--- config.mk ---
export PLATFORM = sky130hd
export DESIGN_NAME = tmr_top
export DESIGN_NICKNAME = d
export VERILOG_FILES = /design/src/rtl/tmr_pkg.sv /design/src/rtl/tmr_tick_gen.sv /design/src/rtl/tmr_count_core.sv /design/src/rtl/tmr_regbank.sv /design/src/rtl/tmr_top.sv
export SDC_FILE = /design/constraint.sdc
export NUM_CORES = 1
export LEC_CHECK = 0
export ABC_AREA = 1
export BUFFER_PORTS_ARGS = -buffer_cell sky130_fd_sc_hd__buf_4
export CAP_MARGIN = 0
export CELL_PAD_IN_SITES_DETAIL_PLACEMENT = 1
export CELL_PAD_IN_SITES_GLOBAL_PLACEMENT = 1
export CORE_MARGIN = 4
export CORE_UTILIZATION = 42
export DETAILED_ROUTE_END_ITERATION = 10
export GPL_TIMING_DRIVEN = 1
export PLACE_DENSITY = 0.79
export SKIP_CTS_REPAIR_TIMING = 1
export SLEW_MARGIN = 20
export SYNTH_ARGS = -nofsm -noshare
export SYNTH_HDL_FRONTEND = slang
export SYNTH_SLANG_ARGS = --single-unit
--- constraint.sdc ---
create_clock -name clk -period 4.4 [get_ports clk]
set_input_delay 0.88 -clock clk [delete_from_list [all_inputs] [get_ports clk]]
set_output_delay 0.88 -clock clk [all_outputs]
set_load 0.03 [all_outputs]
--- src/rtl/tmr_pkg.sv ---
package tmr_pkg;
    localparam int ADDR_W    = 10;
    localparam int IDX_W     = ADDR_W - 2;
    localparam int DATA_W    = 32;
    localparam int DIV_W     = 16;
    localparam int NUM_STORE = 7;

    localparam logic [IDX_W-1:0] OFS_CTRL = 8'h00;
    localparam logic [IDX_W-1:0] OFS_IEN  = 8'h03;
    localparam logic [IDX_W-1:0] OFS_STAT = 8'h04;
    localparam logic [IDX_W-1:0] OFS_EVG  = 8'h05;
    localparam logic [IDX_W-1:0] OFS_CNT  = 8'h09;
    localparam logic [IDX_W-1:0] OFS_DIV  = 8'h0A;
    localparam logic [IDX_W-1:0] OFS_RLD  = 8'h0B;
    localparam logic [IDX_W-1:0] OFS_CMP0 = 8'h0D;
    localparam logic [IDX_W-1:0] OFS_AUX0 = 8'h12;

    typedef struct packed {
        logic              we;
        logic              aligned;
        logic [IDX_W-1:0]  idx;
        logic [DATA_W-1:0] data;
    } bus_req_t;

    typedef struct packed {
        logic              load;
        logic [DATA_W-1:0] value;
    } cnt_load_t;

    function automatic logic [IDX_W-1:0] store_word(input int slot);
        return (slot < 4) ? IDX_W'(int'(OFS_CMP0) + slot)
                          : IDX_W'(int'(OFS_AUX0) + slot - 4);
    endfunction

    function automatic logic hits(input bus_req_t r, input logic [IDX_W-1:0] ofs);
        return r.we && r.aligned && (r.idx == ofs);
    endfunction
endpackage

--- src/rtl/tmr_tick_gen.sv ---
module tmr_tick_gen
    import tmr_pkg::*;
(
    input  logic             clk,
    input  logic             rst,
    input  logic             run,
    input  logic             restart,
    input  logic [DIV_W-1:0] div,
    output logic             tick
);
    logic [DIV_W-1:0] phase_q;

    assign tick = run && !restart && (phase_q == div);

    always_ff @(posedge clk) begin
        if (rst || restart) begin
            phase_q <= '0;
        end else if (run) begin
            phase_q <= (phase_q == div) ? '0 : phase_q + 1'b1;
        end
    end

    p_phase_bound_r2: assert property (@(posedge clk) disable iff (rst)
        phase_q <= div);
    p_phase_frozen_r13: assert property (@(posedge clk) disable iff (rst)
        (!run && !restart) |=> $stable(phase_q));
endmodule

--- src/rtl/tmr_count_core.sv ---
module tmr_count_core
    import tmr_pkg::*;
(
    input  logic              clk,
    input  logic              rst,
    input  logic              tick,
    input  cnt_load_t         ld,
    input  logic [DATA_W-1:0] reload,
    output logic [DATA_W-1:0] cnt,
    output logic              wrap
);
    assign wrap = tick && (reload != '0) && (cnt == reload);

    always_ff @(posedge clk) begin
        if (rst) begin
            cnt <= '0;
        end else if (ld.load) begin
            cnt <= ld.value;
        end else if (wrap) begin
            cnt <= '0;
        end else if (tick) begin
            cnt <= cnt + 1'b1;
        end
    end

    p_wrap_zero_r5: assert property (@(posedge clk) disable iff (rst)
        (wrap && !ld.load) |=> (cnt == '0));
    p_step_r2: assert property (@(posedge clk) disable iff (rst)
        (tick && !wrap && !ld.load) |=> (cnt == $past(cnt) + 1'b1));
    p_hold_r13: assert property (@(posedge clk) disable iff (rst)
        (!tick && !ld.load) |=> $stable(cnt));
endmodule

--- src/rtl/tmr_regbank.sv ---
module tmr_regbank
    import tmr_pkg::*;
(
    input  logic              clk,
    input  logic              rst,
    input  bus_req_t          req,
    input  logic [DATA_W-1:0] cnt,
    input  logic              wrap,
    output logic              run,
    output logic [DIV_W-1:0]  div,
    output logic [DATA_W-1:0] reload,
    output logic              restart,
    output cnt_load_t         ld,
    output logic [DATA_W-1:0] rdata,
    output logic              irq
);
    logic [DATA_W-1:0] ctrl_q, ien_q, evg_q, rld_q;
    logic [DIV_W-1:0]  div_q;
    logic              flag_q, irq_q;
    logic [DATA_W-1:0] store_q [NUM_STORE];
    logic              force_zero, fire;

    assign force_zero = hits(req, OFS_EVG) && req.data[0];
    assign ld.load    = hits(req, OFS_CNT) || force_zero;
    assign ld.value   = hits(req, OFS_CNT) ? req.data : '0;
    assign restart    = ld.load || hits(req, OFS_DIV);
    assign fire       = wrap && ien_q[0];
    assign run        = ctrl_q[0];
    assign div        = div_q;
    assign reload     = rld_q;
    assign irq        = irq_q;

    always_ff @(posedge clk) begin
        if (rst) begin
            ctrl_q <= '0; ien_q <= '0; evg_q <= '0; rld_q <= '0;
            div_q  <= '0; flag_q <= 1'b0; irq_q <= 1'b0;
        end else begin
            if (hits(req, OFS_CTRL)) ctrl_q <= req.data;
            if (hits(req, OFS_IEN))  ien_q  <= req.data;
            if (hits(req, OFS_EVG))  evg_q  <= req.data;
            if (hits(req, OFS_RLD))  rld_q  <= req.data;
            if (hits(req, OFS_DIV))  div_q  <= req.data[DIV_W-1:0];
            flag_q <= (hits(req, OFS_STAT) ? (flag_q & req.data[0]) : flag_q) | fire;
            irq_q  <= fire;
        end
    end

    for (genvar s = 0; s < NUM_STORE; s++) begin : g_store
        always_ff @(posedge clk) begin
            if (rst) store_q[s] <= '0;
            else if (hits(req, store_word(s))) store_q[s] <= req.data;
        end
    end

    always_comb begin
        rdata = '0;
        if (req.aligned) begin
            case (req.idx)
                OFS_CTRL: rdata = ctrl_q;
                OFS_IEN:  rdata = ien_q;
                OFS_STAT: rdata = DATA_W'(flag_q);
                OFS_EVG:  rdata = evg_q;
                OFS_CNT:  rdata = cnt;
                OFS_DIV:  rdata = DATA_W'(div_q);
                OFS_RLD:  rdata = rld_q;
                default: begin
                    for (int s = 0; s < NUM_STORE; s++)
                        if (req.idx == store_word(s)) rdata = store_q[s];
                end
            endcase
        end
    end

    p_irq_pulse_r7: assert property (@(posedge clk) disable iff (rst)
        irq_q |=> !irq_q);
    p_irq_flag_r7: assert property (@(posedge clk) disable iff (rst)
        irq_q |-> flag_q);
    p_stat_clear_r8: assert property (@(posedge clk) disable iff (rst)
        (hits(req, OFS_STAT) && !req.data[0] && !fire) |=> !flag_q);
    p_stat_keep_r8: assert property (@(posedge clk) disable iff (rst)
        (hits(req, OFS_STAT) && req.data[0] && flag_q) |=> flag_q);
    p_div_mask_r3: assert property (@(posedge clk) disable iff (rst)
        hits(req, OFS_DIV) |=> (div_q == $past(req.data[DIV_W-1:0])));
endmodule

--- src/rtl/tmr_top.sv ---
module tmr_top
    import tmr_pkg::*;
(
    input  logic              clk,
    input  logic              rst,
    input  logic [ADDR_W-1:0] bus_addr,
    input  logic              bus_we,
    input  logic [DATA_W-1:0] bus_wdata,
    output logic [DATA_W-1:0] bus_rdata,
    output logic              irq
);
    bus_req_t          req;
    cnt_load_t         ld;
    logic              run, restart, tick, wrap;
    logic [DIV_W-1:0]  div;
    logic [DATA_W-1:0] reload, cnt;

    assign req.we      = bus_we;
    assign req.aligned = (bus_addr[1:0] == 2'b00);
    assign req.idx     = bus_addr[ADDR_W-1:2];
    assign req.data    = bus_wdata;

    tmr_regbank u_regs (
        .clk(clk), .rst(rst), .req(req), .cnt(cnt), .wrap(wrap),
        .run(run), .div(div), .reload(reload), .restart(restart),
        .ld(ld), .rdata(bus_rdata), .irq(irq)
    );

    tmr_tick_gen u_tick (
        .clk(clk), .rst(rst), .run(run), .restart(restart),
        .div(div), .tick(tick)
    );

    tmr_count_core u_core (
        .clk(clk), .rst(rst), .tick(tick), .ld(ld),
        .reload(reload), .cnt(cnt), .wrap(wrap)
    );

    p_reload_zero_r6: assert property (@(posedge clk) disable iff (rst)
        (reload == '0) |=> !irq);
    p_evg_zero_r9: assert property (@(posedge clk) disable iff (rst)
        (hits(req, OFS_EVG) && bus_wdata[0] && !hits(req, OFS_CNT)) |=> (cnt == '0));
    p_cnt_load_r10: assert property (@(posedge clk) disable iff (rst)
        hits(req, OFS_CNT) |=> (cnt == $past(bus_wdata)));
    p_idle_r13: assert property (@(posedge clk) disable iff (rst)
        (!run && !ld.load) |=> $stable(cnt));
endmodule

==> run metrics, run 1 <==
die width=228 um; GRT Total Usage=0.278; R2R setup slack=about 1.8 ns; CP Capture Type=primary output; critical path peak fanout=11; Crit path max-delay family=simple AND/OR/NAND/NOR gates; Cell Area, Synth=between 0.02 and 0.025 sq mm; Layout area overhead=14.9%; drt pass-1 iters=5; vias in the first global route=between 15000 and 20000; Num Clock Sinks=~420; final hold vios=0; R2R Path Start=u_regs.ctrl_q[0]; synth top area cells=edfxtp_1 33%, dfxtp_1 19%, nand2_1 10%, nor2_1 8.1%, a21oi_1 7.1%; syn_nets=about 2700; static leakage=9.33 nW; Design Power=slightly below 9 mW; Finished Cell Area=between 0.02 and 0.025 sq mm; first-pass GRT wire length=about 110 mm; Cell variety after synth=37; Ys Warns=0; Worst Hold Launch=u_regs.evg_q[12]; port bufs=77; hold depth=2; Async S/R FF share, synth=0; status=finished, final reports clean; most common cell after layout, fill and taps aside=nand2_1; Synth Register Bits=about 420; share of layout cells above drive strength 1=0.0953; final setup violation count=0; initial antenna violation count=0; worst r2r path cells=9; clk slew on worst S/H paths=approximately 0.050 ns; # IOs=78; Final period util=0.925; Max clock buf depth=3; setup_tns=0 ns; die height=228 um; Num CTS Buffers=47; area leader, netlist=edfxtp_1; Arrival @ worst endpoint=between 3 and 4 ns; total die area=0.0519 sq mm; Hold EP=u_regs.evg_q[12]; gate count after technology mapping=roughly 2600; main flop type after synthesis=edfxtp_1; later-pin clock latency in the skew report=about 0.6 ns; Rel. slew slack=0.497; routed wire length per instance=22.6 um; Initial Util=0.425; worst-case clock skew=roughly 0.023 ns; grt ovf=0; HPWL after DPL=approximately 53 mm; Initial DRC Count=~1800; Reg-to-Reg End=u_regs.irq; final WL=74.4 mm; maxcap violations=0; core box area=roughly 0.048 sq mm; FILL cells=5775; via count=18900; Post-route DRC=0; FP Rows=80; worst setup path class=in2out; Via density=5.72; minimum clock period=approximately 4.1 ns; Cell Chain, Critical Path=buf_4 -> nor2_1 -> nand2_2 -> inv_2 -> nand2_1 -> inv_1 -> a21oi_1 -> nand4_1 -> nand2_1 -> nor2_1 -> buf_4; synthesized area per cell=around 7.8 sq um; clk root buf=clkbuf_16; Worst-Margin Slew=around 0.75 ns; ant diodes=0; post-synth top area share=0.332; Max rail drop VDD=about 0.25 mV; RSZ-0062 raised after global routing=no; Slew Limit Fails=0; register area share after synthesis=0.523; WP data required=roughly 3.5 ns; Buf+Inv Stages, Crit Path=4; Critical Path Max Stage Delay=0.44 ns; CP Launch Type=primary input; Hold Slack=between 0.4 and 0.5 ns; H-tree depth=2; Post-synth EDFFs=around 220; PwrDens=378 mW/mm^2; Crit-path slowest cell=inv_1; Fmax=246 MHz; nets@finish=2694; DP Area=approximately 0.022 sq mm; Setup crit start=bus_addr[9]; commonest cells after routing, fill and taps aside=536 x nand2_1, 437 x nor2_1, 288 x a21oi_1; CTS tree=done; Post-DRT Antenna Nets=0; largest net degree at the start of global routing=74; worst hold path type=reg2reg; Final GP Congestion=approximately 0.95
-- worst reg2reg max path: cells and delay by family (launching register included) --
kind,cells,cell delay [ns]
AND/OR/NAND/NOR,6,1.46
flip-flops,1,0.31
buffers and inverters,2,0.42
AO/OA/AOI/OAI,1,0.22
-- routing by layer --
| layer | GRT usage | up-vias | share of wire |
|---|---|---|---|
| li1 | - | 8683 | - |
| met4 | 0.0857 | 0 | 0.028 |
| met5 | 0 | - | 0 |
| met1 | 0.366 | 9392 | 0.42 |
| met3 | 0.0374 | 134 | 0.064 |
| met2 | 0.477 | 683 | 0.49 |
-- cell type report --
class / count / area [sq um] / area share
Clock inverter: 27 / 337 / 0.0144
Tap cell: 615 / 769 / 0.0330
Sequential cell: 418 / 10600 / 0.455
Clock buffer: 60 / 1310 / 0.0560
Multi-Input combinational cell: 1785 / 8170 / 0.350
Timing Repair Buffer: 135 / 1140 / 0.0489
Inverter: 260 / 978 / 0.0420
-- Yosys cell counts (28+ instances only) --
| cell type | number |
|---|---|
| o22ai_1 | 45 |
| inv_1 | 217 |
| buf_2 | 28 |
| a21oi_1 | 288 |
| clkbuf_1 | 101 |
| o21ai_0 | 184 |
| edfxtp_1 | 224 |
| dfxtp_1 | 194 |
| nand2_1 | 538 |
| nor2_1 | 440 |
| nand4_1 | 62 |
| nand3_1 | 127 |
| xor2_1 | 33 |
| clkinv_1 | 34 |
-- registers in the layout (all words and copies together), names as in the netlist --
register / flops
u_core.cnt: 32
u_tick.phase_q: 16
u_regs.evg_q: 32
u_regs.div: 16
u_regs.ien_q: 32
u_regs.irq: 1
u_regs.store_q: 224
u_regs.flag_q: 1
u_regs.ctrl_q: 32
u_regs.reload: 32
-- where the power goes --
group | internal, mW | switching, mW | total (mW)
Sequential | 4.21 | 0.0342 | 4.24
Combinational | 0.0800 | 0.265 | 0.345
Clock | 2.52 | 1.72 | 4.24
Total | 6.80 | 2.02 | 8.82
-- cells by family after synthesis --
| kind of cell | count (synthesis) | share of synthesized area |
|---|---|---|
| compound gates | 529 | 0.135 |
| xor+xnor | 34 | 0.0147 |
| fa+ha+maj | 2 | 0.00123 |
| buf+inv | 402 | 0.0781 |
| flops | 418 | 0.523 |
| simple gates | 1220 | 0.248 |
-- how the worst max path moves through the flow --
| stage | slack [ns] | cells past startpoint | end |
|---|---|---|---|
| 2_1_floorplan | 0.09 | 6 | u_regs.store_q[2][0] |
| 3_3_place_gp | 0.45 | 12 | bus_rdata[13] |
| 3_5_place_dp | 0.40 | 11 | bus_rdata[17] |
| 4_1_cts | 0.40 | 12 | bus_rdata[17] |
| 5_1_grt | 0.16 | 11 | bus_rdata[17] |
| 6_report | 0.33 | 11 | bus_rdata[17] |
-- metrics by stage --
stage	setup WS, ns	std cells	util
after floorplan	0.0855	2605	-
after global placement	0.446	3213	0.454
after detailed placement	0.397	3213	0.454
after CTS	0.400	3300	0.488
after global routing	0.158	3300	0.488
final	0.328	3300	0.488
No activity file was read; power rests on OpenSTA's default activity.
==> inputs of run 2 (changes only) <==
Settings changed: CORE_MARGIN 4 to default.
==> run 2 against run 1 <==
  * The flow now finishes with violations (design-rule violations)
  * Wire length hardly changed
  * Fmax grew 0.87%
  * Clock-buffer cell count rose by 2
  * Via count rose by 0.43%
  * Die area down 5.2%
  * Combinational power about the same
  * Worst hold slack improved by 0.0010 ns
  * Clock skew shrank 0.015 ns
  * Largest cell class unchanged
  * Largest power group unchanged
  * Highest routed layer unchanged
==> run metrics, run 2 (synthesis results as in run 1) <==
vias in the first global route=19800 (+2.7%); minimum clock period=4.04 ns (-0.0352 ns); CP Launch Type=primary input; WP data required=3.52 ns (about the same); failing checks=design-rule violations; Reg-to-Reg End=u_regs.irq; pre-CTS WS=0.382 ns (-0.0146 ns); Design Power=8.65 mW (-1.9%); Fmax=248 MHz (+0.87%); Crit-path slowest cell=inv_1; most common cell after layout, fill and taps aside=nand2_1; Worst Hold Launch=u_regs.evg_q[13]; PwrDens=373 mW/mm^2 (-1.3%); Worst-Margin Slew=0.862 ns (+0.108 ns); FP Rows=80 (unchanged); grt ovf=0 (unchanged); worst-case clock skew=0.00845 ns (-0.0148 ns); hold depth=2 (unchanged); fin util=0.486 (-0.00205); Arrival @ worst endpoint=3.16 ns (-0.03 ns); Crit path max-delay family=buffers and inverters; HPWL after DPL=52.1 mm (-2.3%); Cell Chain, Critical Path=buf_4 -> nor2_1 -> nand2_1 -> nor2_1 -> nand2_1 -> inv_1 -> buf_4 -> nand2_1 -> nand2_1 -> inv_1 -> nand4_1 -> o21ai_0 -> a21oi_1 -> buf_4; Non-Filler Instances=3292 (-0.24%); Via density=5.76 (+0.67%); port bufs=77 (unchanged); Num Clock Sinks=418 (unchanged); RSZ-0062 raised after global routing=no; later-pin clock latency in the skew report=0.58 ns (-0.02 ns); share of layout cells above drive strength 1=0.0915 (-0.00382); worst hold path type=reg2reg; die width=222 um (-2.6%); Num CTS Buffers=46 (-2.1%); GRT Total Usage=0.300 (+0.0228); Buf+Inv Stages, Crit Path=5 (+1); Critical Path Max Stage Delay=0.34 ns (-0.10 ns); initial antenna violation count=0 (unchanged); routed wire length per instance=22.6 um (+0.19%); drt pass-1 iters=8 (+3); CTS tree=done; Post-route DRC=2 (+2); worst setup path class=in2out; CP Capture Type=primary output; die height=222 um (-2.6%); nets@finish=2688 (-0.22%); Final GP Congestion=1.00 (+6.0%); Finished Cell Area=0.0232 sq mm (-0.63%); clk slew on worst S/H paths=0.06 ns (about the same); first-pass GRT wire length=115 mm (+0.42%); Final period util=0.917 (-0.00800); ant diodes=0 (unchanged); static leakage=9.25 nW (-0.79%); Max rail drop VDD=0.310 mV (+23%); DP Area=0.0216 sq mm (-0.29%); # IOs=78 (unchanged); CP most frequent cell=nand2_1; Max clock buf depth=3 (unchanged); Initial DRC Count=1582 (-14%); Largest Register=u_regs.store_q; critical path peak fanout=10 (-1); R2R setup slack=1.74 ns (-0.08 ns); placed instance count=3208 (-0.16%); final WL=74.4 mm (about the same); core box area=0.0476 sq mm (-0.21%); Slew Limit Fails=0 (unchanged); setup_tns=0 ns (unchanged); via count=19000 (+0.43%); largest net degree at the start of global routing=67 (-9.5%); commonest cells after routing, fill and taps aside=536 x nand2_1, 437 x nor2_1, 288 x a21oi_1; Setup WS post-layout=0.363 ns (+0.0352 ns); R2R Path Start=u_regs.ctrl_q[0]; Hold EP=u_regs.evg_q[13]; H-tree depth=2 (unchanged); Hold Slack=0.457 ns (+0.00100 ns); status=finished, violations left; final setup violation count=0 (unchanged); Initial Util=0.426 (+0.000893); worst r2r path cells=8 (-1); maxcap violations=0 (unchanged); FILL cells=5855 (+1.4%); Layout area overhead=14.1%; total die area=0.0492 sq mm (-5.2%); Rel. slew slack=0.422 (-0.0747); max reg flops=224 (unchanged); clk root buf=clkbuf_16; Post-DRT Antenna Nets=0 (unchanged); final hold vios=0 (unchanged)
==> run 2: cell types whose count changed in the layout (fill, tap and decap cells not counted) <==
cell / delta
clkinv_2: -2
buf_4: -3
clkbuf_1: +3
clkbuf_16: -1
clkinv_8: +1
inv_6: -1
clkinvlp_4: -1
bufinv_16: -2
buf_12: -2
==> run 2: worst max path at each step <==
stage	cells after the start	from	end
finish	14	bus_addr[9]	bus_rdata[22]
global route	14	bus_addr[9]	bus_rdata[22]
CTS	14	bus_addr[9]	bus_rdata[22]
detailed placement	14	bus_addr[9]	bus_rdata[22]
global placement	14	bus_addr[9]	bus_rdata[22]
floorplan	6	bus_addr[9]	u_regs.store_q[2][0]
==> run 2: cell type report <==
type                            count  area (sq um)  share of cell area
Clock buffer                       62          1290              0.0558
Tap cell                          615           769              0.0332
Clock inverter                     22           267              0.0115
Multi-Input combinational cell   1785          8170               0.353
Sequential cell                   418         10600               0.458
Timing Repair Buffer              130          1080              0.0465
Inverter                          260           978              0.0422
==> run 2: report_power, final <==
group	total, mW	switching, mW	internal, mW
registers	4.24	0.0345	4.21
logic	0.342	0.265	0.0765
clock network	4.07	1.70	2.36
total	8.65	2.00	6.65
==> run 2: worst reg2reg max path: cells and delay by family (launching register included) <==
| kind | cells | cell delay [ns] |
|---|---|---|
| flip-flops | 1 | 0.57 |
| AO/OA/AOI/OAI | 1 | 0.19 |
| AND/OR/NAND/NOR | 6 | 1.44 |
| buffers and inverters | 1 | 0.30 |
==> run 2: routing by layer <==
layer	up-vias	track usage	wire length [um]	share of wire
li1	8687	-	-	-
met1	9505	0.389	31200	0.42
met2	641	0.520	36700	0.49
met3	140	0.0371	4380	0.059
met4	0	0.0986	2090	0.028
met5	-	0	0	0
